==> src/rtl/wavebus_pkg.sv <==
package wavebus_pkg;
  localparam int CTL_W = 6;
  localparam int RDY_W = 6;
  localparam int IDX_W = 3;
  localparam int NUM_SLOTS = 2 ** IDX_W;
  localparam int VEC_W = CTL_W + RDY_W + 2 + IDX_W + 4;

  typedef struct packed {
    logic              eot;
    logic              inc;
    logic              dir;
    logic              adv;
    logic [IDX_W-1:0]  nxt;
    logic              lvl;
    logic              any;
    logic [RDY_W-1:0]  mask;
    logic [CTL_W-1:0]  ctl;
  } vec_t;
endpackage

==> src/rtl/wb_rdy_sync.sv <==
module wb_rdy_sync #(
  parameter int WIDTH  = 6,
  parameter int STAGES = 2
) (
  input  logic             clk,
  input  logic             rst,
  input  logic [WIDTH-1:0] d,
  output logic [WIDTH-1:0] q
);
  logic [WIDTH-1:0] stage_q [STAGES];

  always_ff @(posedge clk) begin
    if (rst) begin
      for (int i = 0; i < STAGES; i++) stage_q[i] <= '0;
    end else begin
      stage_q[0] <= d;
      for (int i = 1; i < STAGES; i++) stage_q[i] <= stage_q[i-1];
    end
  end

  assign q = stage_q[STAGES-1];
endmodule

==> src/rtl/wb_vec_table.sv <==
module wb_vec_table
  import wavebus_pkg::*;
(
  input  logic             clk,
  input  logic             we,
  input  logic [IDX_W-1:0] waddr,
  input  vec_t             wdata,
  input  logic [IDX_W-1:0] cur_idx,
  output vec_t             cur_vec,
  input  logic [IDX_W-1:0] nx_idx,
  output logic [CTL_W-1:0] nx_ctl
);
  localparam logic [IDX_W-1:0] IDLE_SLOT = IDX_W'(NUM_SLOTS - 1);

  vec_t mem [NUM_SLOTS];

  always_ff @(posedge clk) begin
    if (we && (waddr != IDLE_SLOT)) mem[waddr] <= wdata;
  end

  assign cur_vec = mem[cur_idx];
  assign nx_ctl  = mem[nx_idx].ctl;
endmodule

==> src/rtl/wb_xfer_count.sv <==
module wb_xfer_count #(
  parameter int CNT_W = 32
) (
  input  logic             clk,
  input  logic             rst,
  input  logic             load,
  input  logic [CNT_W-1:0] load_val,
  input  logic             dec,
  output logic [CNT_W-1:0] value,
  output logic             last
);
  localparam logic [CNT_W-1:0] ONE = CNT_W'(1);

  logic [CNT_W-1:0] cnt_q;

  always_ff @(posedge clk) begin
    if (rst)       cnt_q <= '0;
    else if (load) cnt_q <= load_val;
    else if (dec)  cnt_q <= cnt_q - ONE;
  end

  assign value = cnt_q;
  assign last  = (cnt_q == ONE);
endmodule

==> src/rtl/wb_sequencer.sv <==
module wb_sequencer
  import wavebus_pkg::*;
#(
  parameter int               ADDR_W   = 9,
  parameter int               CNT_W    = 32,
  parameter logic [CTL_W-1:0] IDLE_CTL = '0
) (
  input  logic              clk,
  input  logic              rst,
  input  logic              start,
  input  logic [CNT_W-1:0]  xfer_count,
  input  logic [RDY_W-1:0]  rdy_s,
  input  logic              fifo_empty,
  input  logic              fifo_full,
  input  vec_t              cur_vec,
  input  logic [CTL_W-1:0]  nx_ctl,
  input  logic              cnt_last,
  output logic [IDX_W-1:0]  cur_idx,
  output logic [IDX_W-1:0]  nx_idx,
  output logic              cnt_load,
  output logic              cnt_dec,
  output logic [CTL_W-1:0]  ctl_o,
  output logic [ADDR_W-1:0] addr_o,
  output logic              fifo_rd_o,
  output logic              fifo_wr_o,
  output logic              busy_o,
  output logic              done_o
);
  localparam logic [IDX_W-1:0]  IDLE_SLOT = IDX_W'(NUM_SLOTS - 1);
  localparam logic [ADDR_W-1:0] ADDR_ONE  = ADDR_W'(1);

  logic              busy_q;
  logic [IDX_W-1:0]  cur_q;
  logic [ADDR_W-1:0] addr_q;
  logic [CTL_W-1:0]  ctl_q;
  logic              rd_q, wr_q, done_q;

  logic [RDY_W-1:0]  hit;
  logic              rdy_ok, fifo_block, go, finishing;
  logic              accept, zero_start;

  always_comb begin
    hit        = ~(rdy_s ^ {RDY_W{cur_vec.lvl}}) & cur_vec.mask;
    if (cur_vec.mask == '0)  rdy_ok = 1'b1;
    else if (cur_vec.any)    rdy_ok = |hit;
    else                     rdy_ok = (hit == cur_vec.mask);
    fifo_block = cur_vec.adv & (cur_vec.dir ? fifo_full : fifo_empty);
    go         = busy_q & rdy_ok & ~fifo_block;
    finishing  = go & cur_vec.eot & cnt_last;
    accept     = ~busy_q & start & (xfer_count != '0);
    zero_start = ~busy_q & start & (xfer_count == '0);
  end

  always_comb begin
    if (!busy_q || cur_vec.eot || cur_vec.nxt == IDLE_SLOT) nx_idx = '0;
    else                                                     nx_idx = cur_vec.nxt;
  end

  always_ff @(posedge clk) begin
    if (rst) begin
      busy_q <= 1'b0;
      cur_q  <= '0;
      addr_q <= '0;
      ctl_q  <= IDLE_CTL;
      rd_q   <= 1'b0;
      wr_q   <= 1'b0;
      done_q <= 1'b0;
    end else begin
      rd_q   <= go & cur_vec.adv & ~cur_vec.dir;
      wr_q   <= go & cur_vec.adv & cur_vec.dir;
      done_q <= zero_start | finishing;
      if (accept) begin
        busy_q <= 1'b1;
        cur_q  <= '0;
        addr_q <= '0;
        ctl_q  <= nx_ctl;
      end else if (go) begin
        if (cur_vec.inc) addr_q <= addr_q + ADDR_ONE;
        if (finishing) begin
          busy_q <= 1'b0;
          ctl_q  <= IDLE_CTL;
        end else begin
          cur_q <= nx_idx;
          ctl_q <= nx_ctl;
        end
      end else if (busy_q) begin
        ctl_q <= cur_vec.ctl;
      end
    end
  end

  assign cur_idx   = cur_q;
  assign cnt_load  = accept;
  assign cnt_dec   = go & cur_vec.eot;
  assign ctl_o     = ctl_q;
  assign addr_o    = addr_q;
  assign fifo_rd_o = rd_q;
  assign fifo_wr_o = wr_q;
  assign busy_o    = busy_q;
  assign done_o    = done_q;
endmodule

==> src/rtl/wavebus_engine.sv <==
module wavebus_engine
  import wavebus_pkg::*;
#(
  parameter int               ADDR_W      = 9,
  parameter int               CNT_W       = 32,
  parameter int               SYNC_STAGES = 2,
  parameter logic [CTL_W-1:0] IDLE_CTL    = '0
) (
  input  logic              clk,
  input  logic              rst,
  input  logic              tbl_we,
  input  logic [IDX_W-1:0]  tbl_addr,
  input  logic [VEC_W-1:0]  tbl_wdata,
  input  logic              start,
  input  logic [CNT_W-1:0]  xfer_count,
  input  logic [RDY_W-1:0]  rdy_i,
  input  logic              fifo_empty,
  input  logic              fifo_full,
  output logic [CTL_W-1:0]  ctl_o,
  output logic [ADDR_W-1:0] addr_o,
  output logic              fifo_rd_o,
  output logic              fifo_wr_o,
  output logic              busy_o,
  output logic              done_o,
  output logic [CNT_W-1:0]  remain_o
);
  logic [RDY_W-1:0] rdy_s;
  vec_t             cur_vec;
  logic [CTL_W-1:0] nx_ctl;
  logic [IDX_W-1:0] cur_idx, nx_idx;
  logic             cnt_load, cnt_dec, cnt_last;

  wb_rdy_sync #(.WIDTH(RDY_W), .STAGES(SYNC_STAGES)) u_sync (
    .clk(clk), .rst(rst), .d(rdy_i), .q(rdy_s)
  );

  wb_vec_table u_table (
    .clk(clk), .we(tbl_we), .waddr(tbl_addr), .wdata(vec_t'(tbl_wdata)),
    .cur_idx(cur_idx), .cur_vec(cur_vec), .nx_idx(nx_idx), .nx_ctl(nx_ctl)
  );

  wb_xfer_count #(.CNT_W(CNT_W)) u_count (
    .clk(clk), .rst(rst), .load(cnt_load), .load_val(xfer_count),
    .dec(cnt_dec), .value(remain_o), .last(cnt_last)
  );

  wb_sequencer #(.ADDR_W(ADDR_W), .CNT_W(CNT_W), .IDLE_CTL(IDLE_CTL)) u_seq (
    .clk(clk), .rst(rst), .start(start), .xfer_count(xfer_count),
    .rdy_s(rdy_s), .fifo_empty(fifo_empty), .fifo_full(fifo_full),
    .cur_vec(cur_vec), .nx_ctl(nx_ctl), .cnt_last(cnt_last),
    .cur_idx(cur_idx), .nx_idx(nx_idx), .cnt_load(cnt_load), .cnt_dec(cnt_dec),
    .ctl_o(ctl_o), .addr_o(addr_o), .fifo_rd_o(fifo_rd_o), .fifo_wr_o(fifo_wr_o),
    .busy_o(busy_o), .done_o(done_o)
  );
endmodule

==> config.mk <==
export PLATFORM = sky130hd
export DESIGN_NAME = wavebus_engine
export DESIGN_NICKNAME = d
export VERILOG_FILES = /design/src/rtl/wavebus_pkg.sv /design/src/rtl/wb_rdy_sync.sv /design/src/rtl/wb_vec_table.sv /design/src/rtl/wb_xfer_count.sv /design/src/rtl/wb_sequencer.sv /design/src/rtl/wavebus_engine.sv
export SDC_FILE = /design/constraint.sdc
export NUM_CORES = 1
export LEC_CHECK = 0
export BUFFER_PORTS_ARGS = -buffer_cell sky130_fd_sc_hd__clkbuf_2
export CORE_ASPECT_RATIO = 1.75
export CORE_MARGIN = 2
export CORE_UTILIZATION = 34
export DETAILED_ROUTE_END_ITERATION = 8
export GPL_TIMING_DRIVEN = 0
export SETUP_SLACK_MARGIN = 0.2
export SYNTH_ARGS = -nofsm -noshare
export SYNTH_HDL_FRONTEND = slang
export SYNTH_HIERARCHICAL = 1
export SYNTH_SLANG_ARGS = --single-unit
==> constraint.sdc <==
create_clock -name clk -period 8.2 [get_ports clk]
set_input_delay 0.82 -clock clk [delete_from_list [all_inputs] [get_ports clk]]
set_output_delay 0.82 -clock clk [all_outputs]
set_load 0.01 [all_outputs]
### Word level (Yosys, flattened, before mapping)

Memories as Yosys holds them, arrays and structs flattened. A register that Yosys moved wholly into a read port is not among the register bits.
Index checks and enable logic that the tools add are counted.

| operators by class | value |
|---|---|
| add/subtract/negate cells | 2 |
| equality and inequality tests | 4 |
| multiplexer cells | 22 |
| bitwise operators | 21 |
| reductions and logical operators | 16 |

Operators by type and width:

| operator | number |
|---|---|
| $mux 32 | 2 |
| $mux 6 | 6 |
| $eq 32x1->1 const B | 1 |
| $logic_not 32->1 | 1 |
| $reduce_bool 32->1 | 1 |
| $sub 32x1->32 const B | 1 |
| $and 1x1->1 | 11 |
| $mux 1 | 11 |
| $add 9x1->9 const B | 1 |
| $mux 3 | 3 |
| $and 6x6->6 | 1 |
| $eq 6x6->1 | 1 |
| $logic_not 6->1 | 1 |
| $not 6->6 | 1 |
| $reduce_and 2->1 | 3 |
| $reduce_bool 2->1 | 3 |
| $reduce_or 6->1 | 1 |
| $xor 6x6->6 | 1 |
| $not 1->1 | 4 |
| $eq 3x3->1 const B | 1 |
| $ne 3x3->1 const B | 1 |
| $or 1x1->1 | 3 |
| $reduce_bool 3->1 | 1 |
| $logic_or 1x1->1 | 2 |
| other kinds (3) | 3 |

| word-level totals | value |
|---|---|
| register bits after elaboration | 54 |
| bits in writable memories | 180 |
| input port bits | 68 |
| output and inout port bits | 51 |
| logic and storage cells | 75 |
| memories | 2 |

Memories:

| memory | words | width | read ports | clocked after Yosys merged registers in | wr ports | RTL line | text |
|---|---|---|---|---|---|---|---|
| u_table.mem | 8 | 21 | 2 | 1 | 1 | wb_vec_table.sv:15 | `vec_t mem [NUM_SLOTS];` |
| u_sync.stage_q | 2 | 6 | 2 | 0 | 2 | wb_rdy_sync.sv:10 | `logic [WIDTH-1:0] stage_q [STAGES];` |

### Depth between registers and ports, before layout

Gate-level depths: netlist (run 1).

| logic depth | value |
|---|---|
| depth in word-level cells | 14 |
| gate-level depth with buffers | 14 |
| gate-level depth less buffers | 11 |

### By module

The synthesis (run 1) kept the hierarchy.

By module, submodules not included:

| module | instances | cells each | area an instance (um^2) | seq. area each (um^2) |
|---|---|---|---|---|
| wb_vec_table | 1 | 277 | 6,871.6 | 5,044.8 |
| wb_xfer_count | 1 | 246 | 1,990.7 | 640.6 |
| wb_sequencer | 1 | 151 | 1,267.5 | 440.4 |
| wb_rdy_sync | 1 | 31 | 411.6 | 240.2 |

### Least setup slack after synthesis (run 1)

OpenSTA, ideal clock, no wires.

| path | value |
|---|---|
| path kind | register to register |
| start point | reg u_seq/cur_idx[0] (netlist name) |
| end point | reg u_count.cnt_q[17] (netlist: u_count/value[17]) |
| setup time | 0.122 ns |
| arrival time | 4.377 ns |
| setup slack | 3.701 ns |
| cell stages (with the launch flop) | 15 |
| period minus slack after synthesis | 4.499 ns |
| cell sequence | dfxtp_1 > buf_6 > buf_6 > mux4_1 > mux2_2 > nor2b_1 > a2111oi_4 > and4b_1 > o31a_1 > and2_1 > or3b_2 > clkbuf_1 > nor3_1 > a2111oi_0 > a311o_1 |

RTL lines:

| element | RTL line | text |
|---|---|---|
| end signal, assigned | wb_xfer_count.sv:18 | `else if (load) cnt_q <= load_val;` |
| end signal, assigned | wb_xfer_count.sv:19 | `else if (dec) cnt_q <= cnt_q - ONE;` |
| end, declared | wb_xfer_count.sv:14 | `logic [CNT_W-1:0] cnt_q;` |

==> flow_summary.ini, run 1 <==
[routing]
antenna_violating_nets_post_route = 0
wire_per_inst_um = 20.8
detail_route.iter0.violations = 423
avgViaCountPerCell = 5.38
num_vias = 6891
post-route-drc-count = 0
drt-total-wl_mm = 26.6
drt-pass1-iter-count = 7

[timing]
grt_setup_unrepaired = false
timing.clock.skew_ps = 16.5
clock.fmax_ghz = 0.172
number_of_setup_violations_in_the_final_report = 0
timing.max_slew.rel_slack_pct = 27.6
timing.final.max_slew_violations = 0
final.period_utilization_pct = 71.1
finalSetupTns_ps = 0
post-route-worst-setup-slack_ps = 2370
layout_min_cycle_time_ps = 5830
finalHoldViolations = 0
worst_slew_pin_slew_ps = 1080

[clock_network]
post_cts_resize_count = 0
clkTransAtPathRegs_ps = 70
clock_tree.root_cell = clkbuf_16
clk-insertion-delay-late_ps = 520
tritoncts_num_sinks = 234
cts_inserted_buffers = 22
clock_tree.buffer_depth = 3
hold_buffers = 0
h_tree_levels = 1
clock_tree_from_tritoncts = done
post_cts.repair.setup_buffers = 0

[die]
floorplan.initialDensity_pct = 34.4
core-area_mm2 = 0.0306
die_x_um = 137
die_height_um = 237
number_of_i_o_pins = 119
rows = 85
die-area_mm2 = 0.0325

[layout]
area_of_combinational_cells_with_multiple_inputs_mm2 = 0.00397
most-common-layout-cells = edfxtp_1 (168), clkbuf_2 (118), dfxtp_1 (66), mux4_1 (40)
antennaDiodeCount = 0
layout.cells.most_common = edfxtp_1
flow.area_growth_from_synthesis_pct = 18.9
final_layout_size_suffix_gt1_share_pct = 28.7
area.sequential_mm2 = 0.00637
finalNetCount = 944
num-fill-cells = 2819

[synth]
synth_area_mm2 = 0.0105
synth_flop_cell = edfxtp_1
synth.ff_latch_count = 234
yosys.cell_types.count = 68
postSynth.asyncResetShare_pct = 0
yosys_warn_count = 6
syn-instance-count = 705
synth_edf_count = 168
syn_area_per_cell_um2 = 15.0
synth.yosys.seq_area_share_pct = 60.4

[grt]
vias_in_the_first_global_route = 7083
grt_pass1_wl_mm = 40.2
groute.usage.overall_pct = 16.3
grt_start_max_net_pins = 22
grt_antenna_before_repair = 1
grt_overflow_total = 0

[power_and_ir_drop]
comb_power_share_pct = 8.8
cell_internal_pwr_w = 0.00197
net-switching-power_w = 0.000637
switching_share_pct = 24.5
seqPwrFrac_pct = 51.8
power_density_cells_mw_per_mm2 = 208
p_leak_nw = 4.35
power.share.clock_pct = 39.3
vdd_ir_drop_max_mv = 0.168

[hold_path]
min-delay-start = u_sync/stage_q[0][4]$_SDFF_PP0_
timing.hold.worst.class = register to register
timing.hold.worst_path_depth = 1
min_delay_worst_endpoint = u_sync/stage_q[0][10]$_SDFF_PP0_

[setup_path]
worstRegToRegCells = 14
worstPathArrival_ps = 6240
endpoint_kind = register
worstReg2RegStart = u_seq/cur_idx[2]$_SDFFE_PP0P_
critPathKind = register to register
setup.worst_path.start_class = register
required_ps = 8610
rr_endpoint = u_count/value[17]$_SDFFE_PP0P_
timing.critical_path.fanout_max = 10
ff2ff_setup_slack_ps = 2370

[placement]
io_buffers = 118
detailed_place_hpwl_mm = 19.0
final_wtd_congestion = 0.826
dp_slack_ps = 2420

[outcome]
run_status = finished clean

[job]
max-cap-violations = 0
[Yosys cell counts, drive strengths merged, types with 11 or more instances]
master / instances / area, um^2
mux2: 27 / 304
clkbuf: 28 / 105
a21oi: 15 / 78.8
or4: 11 / 86.3
inv: 14 / 52.6
nor2b: 19 / 154
mux4: 54 / 1370
buf: 21 / 163
nor4: 21 / 153
edfxtp: 168 / 5040
nand2: 30 / 113
nor3: 15 / 75.1
nor2: 35 / 131
or3: 13 / 81.3
dfxtp: 66 / 1320
nand2b: 11 / 68.8
a211oi: 12 / 95.1
[power by group through the flow]
stage,clock network (W),registers (W),logic (W)
2_1_floorplan,0,0.00137,0.000130
3_3_place_gp,0,0.00137,0.000223
3_5_place_dp,0,0.00138,0.000230
4_1_cts,0.00105,0.00135,0.000231
5_1_grt,0.00110,0.00136,0.000252
6_report,0.00102,0.00135,0.000230
[metal layers]
layer | GRT usage (%) | share of wire [%] | vias up
met2 | 31.9 | 57 | 203
met1 | 16.8 | 35 | 3451
met5 | 0 | 0.060 | -
met3 | 2.74 | 4.9 | 47
met4 | 5.72 | 2.8 | 2
li1 | - | - | 3188
[state kept, by name, indices dropped and copies added, names as in the netlist]
signal	flops
u_sync/stage_q	12
u_seq/fifo_wr_o	1
u_count/value	32
u_seq/addr_o	9
u_seq/done_o	1
u_seq/busy_o	1
u_table/mem	168
u_seq/cur_idx	3
u_seq/fifo_rd_o	1
u_seq/ctl_o	6
[logic make-up after synthesis]
family	Yosys count	synth area share, %
other cells	1	0.0356
fa+ha+maj	3	0.356
mux	84	16.1
flops	234	60.4
simple gates	206	11.5
buf+inv	63	3.04
compound gates	105	7.77
xor+xnor	9	0.748
[worst max-delay path, cell delays in order (launching register included)]
cell	delay (ps)
dfxtp_1	330
clkbuf_1	240
clkbuf_1	630
mux4_1	430
mux2_2	350
a22oi_1	330
a31oi_1	150
a211oi_2	360
o31a_1	390
and2_1	310
or3b_2	460
clkbuf_1	230
nor3_1	870
a2111oi_0	250
a311o_1	360
[how the worst max path moves through the flow]
stage | startpoint | end | depth (start not counted)
CTS | u_seq/cur_idx[2]$_SDFFE_PP0P_ | u_count/value[17]$_SDFFE_PP0P_ | 14
finish | u_seq/cur_idx[2]$_SDFFE_PP0P_ | u_count/value[17]$_SDFFE_PP0P_ | 14
global route | u_seq/cur_idx[2]$_SDFFE_PP0P_ | u_count/value[17]$_SDFFE_PP0P_ | 14
floorplan | u_seq/cur_idx[0]$_SDFFE_PP0P_ | u_count/value[17]$_SDFFE_PP0P_ | 14
detailed placement | u_seq/cur_idx[2]$_SDFFE_PP0P_ | u_count/value[17]$_SDFFE_PP0P_ | 14
global placement | u_seq/cur_idx[2]$_SDFFE_PP0P_ | u_count/value[17]$_SDFFE_PP0P_ | 14
[per-stage QoR]
step	util, %	cell area, um^2	instances	hold slack [ps]	power, W
after global placement	38.2	11700	1234	432	0.00160
after detailed placement	38.6	11800	1240	428	0.00161
after global routing	40.9	12500	1280	451	0.00270
after CTS	40.9	12500	1280	443	0.00264
final	40.9	12500	1280	437	0.00260
after floorplan	-	10600	725	415	0.00150
[cell type report]
cell class	instances	area share, %
buffer	49	2.14
clock buffer	23	4.59
sequential	234	50.8
timing repair buffer	124	5.31
inverter	14	0.419
clock inverter	17	1.21
multi-input combinational	428	31.6
tap	391	3.90
Note: power is estimated with default switching activity, not from simulation.
==> inputs of run 2 (changes only) <==
- clock period: 8.2 -> 5 ns (I/O delays scaled with it)
==> run 2 against run 1 <==
Against the previous run:
- first-iteration DRC count shrank 2.6%
- power grew 65%
- clock skew is essentially flat
- cell area increased by 1.1%
- sequential cell count is the same
- clock power is 66% higher
- die area did not move
- largest power group unchanged
==> flow_summary.ini, run 2 (synthesized netlist as in run 1, its figures left out) <==
[outcome]
run_status = finished clean

[placement]
detailed_place_hpwl_mm = 19.0
io_buffers = 118
final_wtd_congestion = 0.826
cell_count_after_placement = 1240

[timing]
worst_slew_pin_slew_ps = 892
timing.clock.skew_ps = 16.2
finalHoldViolations = 0
timing.final.max_slew_violations = 0
grt_setup_unrepaired = false
final.period_utilization_pct = 93.0
timing.hold.ws_ps = 180
number_of_setup_violations_in_the_final_report = 0
layout_min_cycle_time_ps = 4650
clock.fmax_ghz = 0.215
finalSetupTns_ps = 0
timing.max_slew.rel_slack_pct = 40.4

[layout]
area.sequential_mm2 = 0.00637
num-fill-cells = 2809
registers.top_by_ff_count = u_table/mem
antennaDiodeCount = 0
layout.cells.most_common = edfxtp_1
stdcell_count = 1287
final_layout_size_suffix_gt1_share_pct = 30.6
max_reg_flops = 168
finalCoreUtilization_pct = 41.4
flow.area_growth_from_synthesis_pct = 20.2
area_of_combinational_cells_with_multiple_inputs_mm2 = 0.00402
finalNetCount = 951
most-common-layout-cells = edfxtp_1 (168), clkbuf_2 (119), dfxtp_1 (66), mux4_1 (40)

[power_and_ir_drop]
power_density_cells_mw_per_mm2 = 339
vdd_ir_drop_max_mv = 0.278
p_leak_nw = 4.42

[routing]
drt-pass1-iter-count = 5
num_vias = 6940
antenna_violating_nets_post_route = 0
detail_route.iter0.violations = 412
post-route-drc-count = 0
avgViaCountPerCell = 5.39
drt-total-wl_mm = 26.7
wire_per_inst_um = 20.7

[die]
number_of_i_o_pins = 119
die_x_um = 137
die-area_mm2 = 0.0325
rows = 85
core-area_mm2 = 0.0306
die_height_um = 237
floorplan.initialDensity_pct = 34.4

[job]
max-cap-violations = 0

[setup_path]
required_ps = 5430
setup.worst_path.end = u_count/value[18]$_SDFFE_PP0P_
critPathKind = register to register
cpPeakStageDelay_ps = 570
timing.critical_path.fanout_max = 10
critical-path-slowest-cell = mux4_1
critical_path.cell_chain = buf_6 -> buf_12 -> mux4_1 -> mux2_4 -> nor2b_1 -> a2111oi_4 -> and4b_2 -> o31a_1 -> and2_4 -> or4bb_4 -> or4_1 -> buf_2 -> or4_1 -> a311oi_1
worstReg2RegStart = u_seq/cur_idx[0]$_SDFFE_PP0P_
setup.worst_path.start_class = register
worstRegToRegCells = 14
endpoint_kind = register
timing.critical_path.mode_cell = or4_1
rr_endpoint = u_count/value[18]$_SDFFE_PP0P_
worstPathArrival_ps = 5080
setup.worst_path.start = u_seq/cur_idx[0]$_SDFFE_PP0P_
ff2ff_setup_slack_ps = 350

[clock_network]
clock_tree_from_tritoncts = done
clkTransAtPathRegs_ps = 80
h_tree_levels = 1
clk-insertion-delay-late_ps = 520
cts_inserted_buffers = 22
clock_tree.root_cell = clkbuf_16
hold_buffers = 0
tritoncts_num_sinks = 234
clock_tree.buffer_depth = 3

[grt]
vias_in_the_first_global_route = 7134
grt_antenna_before_repair = 1
grt_overflow_total = 0
grt_pass1_wl_mm = 40.5
groute.usage.overall_pct = 16.4
grt_start_max_net_pins = 22

[hold_path]
min-delay-start = rdy_i[5]
timing.hold.worst.class = input port to register
## run 2: cell count changes in the layout (fill, tap and decap cells not counted), sizes merged
| cell | before | now |
|---|---|---|
| buf | 27 | 34 |
## run 2: where the power goes
part	internal (W)	switching (W)	leakage [nW]
Clock	0.000911	0.000774	0.352
Sequential	0.00216	0.0000506	2.08
Combinational	0.000157	0.000231	1.99
## run 2: cell type report
type | instances | share of cell area [%]
multi-input cells | 428 | 31.8
repair buffers | 131 | 5.67
plain buffers | 49 | 2.31
flip-flops and latches | 234 | 50.3
well taps | 391 | 3.86
clock buffers | 23 | 4.54
inverters | 14 | 0.415
clock inverters | 17 | 1.20
## run 2: metal layers
metal	vias to the layer above	share of wire, %	track usage, %	routed length, um
met2	211	57	32.0	15300
li1	3198	-	-	-
met4	2	2.4	5.81	651
met5	-	0.060	0	16
met3	46	5.2	2.74	1380
met1	3483	35	16.9	9340
## run 2: worst min-delay path by stage
stage	depth (start not counted)	to	slack [ps]
final	2	u_sync/stage_q[0][5]$_SDFF_PP0_	180
after global routing	2	u_sync/stage_q[0][5]$_SDFF_PP0_	190
after CTS	2	u_sync/stage_q[0][5]$_SDFF_PP0_	160
after detailed placement	1	u_sync/stage_q[0][10]$_SDFF_PP0_	430
after global placement	1	u_sync/stage_q[0][10]$_SDFF_PP0_	430
after floorplan	1	u_sync/stage_q[0][10]$_SDFF_PP0_	410
## run 2: repair_timing
item	CTS	global route
setup buffers	2	5
resized for setup	13	10
endpoints found under the setup margin	24	12
pin swaps	3	3
## run 2: through the flow
stage | area (um^2) | total power [W] | setup slack, ps
after global routing | 12700 | 0.00445 | 185
final | 12700 | 0.00429 | 348
after floorplan | 10600 | 0.00247 | 501
after detailed placement | 11800 | 0.00264 | -779
after global placement | 11700 | 0.00262 | -619
after CTS | 12600 | 0.00433 | 216
## run 2: critical path: cells and delay by family, from the launching register on
| kind | cells | cell delay (ps) |
|---|---|---|
| simple gates | 6 | 1970 |
| compound gates | 3 | 810 |
| mux | 2 | 910 |
| flops | 1 | 350 |
| buf+inv | 3 | 500 |
